### config.mk
export PLATFORM = sky130hd
export DESIGN_NAME = boot_overlay_decoder
export DESIGN_NICKNAME = d
export VERILOG_FILES = /design/src/rtl/boot_overlay_pkg.sv /design/src/rtl/ovl_addr_fix.sv /design/src/rtl/ovl_region_dec.sv /design/src/rtl/ovl_flag_reg.sv /design/src/rtl/boot_overlay_decoder.sv
export SDC_FILE = /design/constraint.sdc
export NUM_CORES = 1
export LEC_CHECK = 0
export BUFFER_PORTS_ARGS = -buffer_cell sky130_fd_sc_hd__buf_2
export CAP_MARGIN = 10
export CORE_AREA = 3 3 52 54
export DETAILED_ROUTE_END_ITERATION = 8
export DIE_AREA = 0 0 55 57
export PLACE_DENSITY = 0.75
export SYNTH_ARGS = -nofsm -noshare
export SYNTH_HDL_FRONTEND = slang
export SYNTH_SLANG_ARGS = --single-unit
### constraint.sdc
create_clock -name clk -period 3.5 [get_ports clk]
set_input_delay 0.875 -clock clk [delete_from_list [all_inputs] [get_ports clk]]
set_output_delay 0.875 -clock clk [all_outputs]
set_load 0.02 [all_outputs]
### src/rtl/boot_overlay_pkg.sv
package boot_overlay_pkg;
    localparam int ADDR_W  = 24;
    localparam int N_SEL   = 9;
    localparam int SLOT_W  = 3;
    localparam int LANES_W = 2;

    // region codes: values 0..N_SEL-1 match the select bit positions
    typedef enum logic [3:0] {
        RG_RAM   = 4'd0,
        RG_ROM   = 4'd1,
        RG_MAP   = 4'd2,
        RG_VID   = 4'd3,
        RG_GSTAT = 4'd4,
        RG_BST0  = 4'd5,
        RG_BST1  = 4'd6,
        RG_EXP   = 4'd7,
        RG_CTRL  = 4'd8,
        RG_NONE  = 4'd9,
        RG_ROMWR = 4'd10
    } region_e;

    typedef struct packed {
        region_e           rg;
        logic [SLOT_W-1:0] slot;
    } decode_t;

    // control register page: bits 18:16 and 14:12
    localparam logic [2:0] CTRL_HI = 3'd4;
    localparam logic [2:0] CTRL_LO = 3'd3;

    function automatic logic [ADDR_W-1:0] apply_overlay(
        input logic [ADDR_W-1:0] a, input logic visible);
        logic [ADDR_W-1:0] top_bit;
        top_bit = {1'b1, {(ADDR_W-1){1'b0}}};
        return visible ? a : (a | top_bit);
    endfunction
endpackage

### src/rtl/ovl_addr_fix.sv
module ovl_addr_fix
    import boot_overlay_pkg::*;
(
    input  logic [ADDR_W-1:0] raw_addr,
    input  logic              visible,
    output logic [ADDR_W-1:0] eff
);
    assign eff = apply_overlay(raw_addr, visible);
endmodule

### src/rtl/ovl_region_dec.sv
module ovl_region_dec
    import boot_overlay_pkg::*;
(
    input  logic              is_write,
    input  logic [ADDR_W-1:0] eff,
    output decode_t           dec
);
    logic unused_bits;
    assign unused_bits = ^{eff[15], eff[11:0]};

    always_comb begin
        dec.rg   = RG_NONE;
        dec.slot = '0;
        unique case (eff[23:22])
            2'b00: dec.rg = RG_RAM;
            2'b01: begin
                case (eff[19:16])
                    4'd0:    dec.rg = RG_MAP;
                    4'd1:    dec.rg = RG_GSTAT;
                    4'd2:    dec.rg = RG_VID;
                    4'd3:    dec.rg = RG_BST0;
                    4'd4:    dec.rg = RG_BST1;
                    default: dec.rg = RG_NONE;
                endcase
            end
            2'b10: dec.rg = is_write ? RG_ROMWR : RG_ROM;
            2'b11: begin
                if (!eff[21]) begin
                    dec.rg   = RG_EXP;
                    dec.slot = eff[20:18];
                end else if (is_write && eff[18:16] == CTRL_HI
                             && eff[14:12] == CTRL_LO) begin
                    dec.rg = RG_CTRL;
                end else begin
                    dec.rg = RG_NONE;
                end
            end
            default: dec.rg = RG_NONE;
        endcase
    end
endmodule

### src/rtl/ovl_flag_reg.sv
module ovl_flag_reg
    import boot_overlay_pkg::*;
#(
    parameter int DATA_W = 16
) (
    input  logic               clk,
    input  logic               rst,
    input  logic               load,
    input  logic [LANES_W-1:0] lanes,
    input  logic [DATA_W-1:0]  wdata,
    input  logic               unh_hit,
    output logic               visible,
    output logic               sticky
);
    localparam int WORD_BIT = DATA_W - 1;
    localparam int BYTE_BIT = 7;

    logic unused_data;
    assign unused_data = ^{wdata[WORD_BIT-1:BYTE_BIT+1], wdata[BYTE_BIT-1:0]};

    always_ff @(posedge clk) begin
        if (rst) begin
            visible <= 1'b0;
            sticky  <= 1'b0;
        end else begin
            if (load) begin
                if (lanes == 2'b11)
                    visible <= wdata[WORD_BIT];
                else if (lanes == 2'b10)
                    visible <= wdata[BYTE_BIT];
            end
            if (unh_hit)
                sticky <= 1'b1;
        end
    end
endmodule

### src/rtl/boot_overlay_decoder.sv
module boot_overlay_decoder
    import boot_overlay_pkg::*;
#(
    parameter int DATA_W = 16
) (
    input  logic               clk,
    input  logic               rst,
    input  logic               acc_valid,
    input  logic               acc_write,
    input  logic [LANES_W-1:0] acc_lanes,
    input  logic [ADDR_W-1:0]  acc_addr,
    input  logic [DATA_W-1:0]  acc_wdata,
    output logic [ADDR_W-1:0]  eff_addr,
    output logic [N_SEL-1:0]   cs_vec,
    output logic [SLOT_W-1:0]  exp_slot,
    output logic [DATA_W-1:0]  fill_data,
    output logic               ram_visible,
    output logic               unh_seen
);
    decode_t dec;
    logic    ctrl_load;
    logic    unh_hit;

    ovl_addr_fix u_fix (
        .raw_addr (acc_addr),
        .visible  (ram_visible),
        .eff      (eff_addr)
    );

    ovl_region_dec u_dec (
        .is_write (acc_write),
        .eff      (eff_addr),
        .dec      (dec)
    );

    for (genvar i = 0; i < N_SEL; i++) begin : g_cs
        assign cs_vec[i] = acc_valid && (dec.rg == region_e'(i));
    end

    assign exp_slot  = (acc_valid && dec.rg == RG_EXP) ? dec.slot : '0;
    assign unh_hit   = acc_valid && (dec.rg == RG_NONE);
    assign fill_data = (unh_hit && !acc_write) ? '1 : '0;
    assign ctrl_load = acc_valid && acc_write && (dec.rg == RG_CTRL);

    ovl_flag_reg #(.DATA_W(DATA_W)) u_flag (
        .clk     (clk),
        .rst     (rst),
        .load    (ctrl_load),
        .lanes   (acc_lanes),
        .wdata   (acc_wdata),
        .unh_hit (unh_hit),
        .visible (ram_visible),
        .sticky  (unh_seen)
    );
endmodule

==> results.tsv <==
stage	metric	value	unit
worst_setup_path	critPathLaunchType	input pin	
global_routing	grt_pass1_wl	2.63	mm
power	peakVddDrop	0.0571	mV
min_path	min_to	u_flag.sticky$_SDFFE_PP0P_	
cts	cts_buffers	3	
timing	tightest_slew	462	ps
worst_setup_path	slowest_stage	or3b_1	
synthesis	synth_top_area_cell	buf_4	
flow_run	drv_cap	0	
worst_setup_path	cp_num_buf_inv	2	
timing	slew_violations	0	
placed_design	numPortBuffers	59	
worst_setup_path	path_common_cell	buf_2	
route	route.detailed.drc	0	
synthesis	synth_edf_count	0	
worst_setup_path	crit_path_end_kind	primary output	
floorplanning	ios	100	
cts	clk_latency	230	ps
worst_setup_path	path_cells	buf_2, or3b_1, o31a_1, o21a_2, and3_4, and2_1, buf_2	
placed_design	place_area	689	um^2
floorplanning	core-area	2250	um^2
timing	maxSlewHeadroom	69.2	%
final_layout	multiInputGateArea	313	um^2
timing	min_period	3280	ps
timing	finalCritPeriodShare	93.8	%
worst_setup_path	cp_slowest_stage_delay	400	ps
synthesis	syn_area	642	um^2
timing	fin_ws	217	ps
synthesis	netlist_instances	91	
route	ant_nets	0	
floorplanning	die-area	3140	um^2
cts	clock_path_buffers	2	
global_routing	grt_max_degree	17	
floorplanning	die_h	57	um
timing	setup_viol_count_final	0	
synthesis	yosys_warnings	0	
final_layout	n_fill_cell	269	
floorplanning	initial_core_util	28.5	%
cts	htreeDepth	1	
cts	clk_pin_slew_worst_paths	30	ps
global_routing	track_usage	11.1	%
worst_setup_path	cp.required	2620	ps
power	powerDensity	200	nW/um^2
timing	max_freq	0.305	GHz
placed_design	dp_slack	174	ps
worst_setup_path	critical_path_class	input pin to primary output	
worst_setup_path	crit_start	acc_addr[17]	
min_path	hold_class	flop to flop	
synthesis	synth_fp_nets	137	
synthesis	syn_area_per_cell	7.05	um^2
global_routing	grt_pass1_vias	584	
worst_setup_path	cp_data_arrival_time	2410	ps
worst_setup_path	cp_max_fo	6	
global_routing	grt.overflow.total	0	
synthesis	ys.flop_type	dfxtp_1	
synthesis	synth_seq_cells	2	
final_layout	area_delta_synth_final	11.7	%
final_layout	diodes	0	
synthesis	synthDistinctLibCells	28	
final_layout	final_util	31.8	%
cts	cts_hold_buf	0	
worst_setup_path	reg2reg_to	u_flag.visible$_SDFFE_PP0P_	
global_routing	grt_antenna_before_repair	0	
min_path	hold_depth	2	
synthesis	ys_seq_area_share	6.24	%
timing	finalHoldViolations	0	
final_layout	regArea	40.0	um^2
final_layout	drive_gt1_share	60.9	%
cts	clkSinkCount	2	
worst_setup_path	r2r_cells	6	
run_status	status	complete, no violations	
cts	ctsResizeCount	0	
placed_design	dp.final_hpwl	1.43	mm
route	vias_per_cell	4.40	
worst_setup_path	reg2reg_from	u_flag.visible$_SDFFE_PP0P_	
worst_setup_path	crit_cells	7	
floorplanning	placementRows	17	
final_layout	layout_commonest_cell	buf_2	
route	totalWireLength	1.70	mm
route	dr_total_vias	629	
route	routedWlPerCell	11.9	um
final_layout	final_cell_mix	buf_2 (59), nand2_1 (8), nor2_1 (7), a21oi_1 (5), and3_1 (4)	
synthesis	synth-async-reset-ratio	0	%
cts	cts_tree	yes	
final_layout	nets	163	
cts	cts_setup_buffers	0	
route	firstDrtPassIters	4	
floorplanning	die_w	55	um
placed_design	place_congestion	0.777	
synthesis	post-synth-top-area-fraction	44.4	%
synthesis	ys_top_cells_by_area	buf_4 (44%), dfxtp_1 (6.2%), nand2_1 (4.7%)	
min_path	min_from	u_flag.sticky$_SDFFE_PP0P_	
cts	root_buffer	clkbuf_4	
power	p_leak	0.000433	uW
final_layout	final_area	717	um^2
route	drt_iter0_drc	15	
worst_setup_path	r2r_slack	1770	ps
timing	setup_tns	0	ps
timing	rsz0062_at_grt	false	
timing	skew	2.93	ps
worst_setup_path	path_delay_family	simple AND/OR/NAND/NOR gates	
sequential cells by signal, indices dropped and copies added (netlist names):
register / count
u_flag.sticky: 1
u_flag.visible: 1
routing by layer:
layer	wire length, um	track usage, %	part of all wire (%)
met5	0	0	0
met4	35	8.68	2.1
met1	657	13.4	39
met2	805	17.1	47
met3	199	1.31	12
cells in the mapped netlist, types with 2 or more instances:
library cell,number
inv_1,2
buf_4,38
and3_1,4
a221oi_1,2
dfxtp_1,2
a21oi_1,5
a31oi_1,2
nand2_1,8
and2_1,3
nor2_1,7
per-stage QoR:
stage                     instances  total power [uW]  hold slack, ps
after floorplan                  91              97.2             567
after global placement          140              91.7             465
after detailed placement        140              92.1             458
after CTS                       143               147             474
after global routing            143               155             519
final                           143               144             464
tightest hold or removal path: cells and delay by family, from the launching register on:
kind | cells | cell delay (ps)
and+or+nand+nor | 1 | 70
DFF | 1 | 310
AOI/OAI and AO/OA | 1 | 40
cell type report:
| cell class | instances | share of cell area [%] |
|---|---|---|
| multi-input combinational | 48 | 43.6 |
| tap | 28 | 4.89 |
| sequential | 2 | 5.58 |
| inverter | 3 | 1.57 |
| timing repair buffer | 59 | 41.2 |
| clock buffer | 3 | 3.14 |
worst max-delay path by stage:
stage / to / slack [ps]
detailed placement: fill_data[14] / 170
floorplan: fill_data[10] / 230
CTS: fill_data[14] / 170
global route: fill_data[1] / 90
finish: exp_slot[1] / 220
global placement: exp_slot[1] / 210
power breakdown:
part,total [uW],switching (uW),leakage (uW),internal (uW)
registers,23.9,0.307,0.0000162,23.6
logic,67.9,42.8,0.000403,25.1
clock network,51.8,13.9,0.0000138,37.9
total,144,57.1,0.000433,86.6
cells by family (layout without fill, tap and decap cells):
logic type | after synthesis | count (layout) | share of synthesized area (%)
AOI/OAI and AO/OA | 16 | 16 | 17.5
buffers and inverters | 41 | 65 | 46.2
DFF | 2 | 2 | 6.24
muxes | 1 | 1 | 1.56
and+or+nand+nor | 31 | 31 | 28.5
No activity file was read; power rests on OpenSTA's default activity.
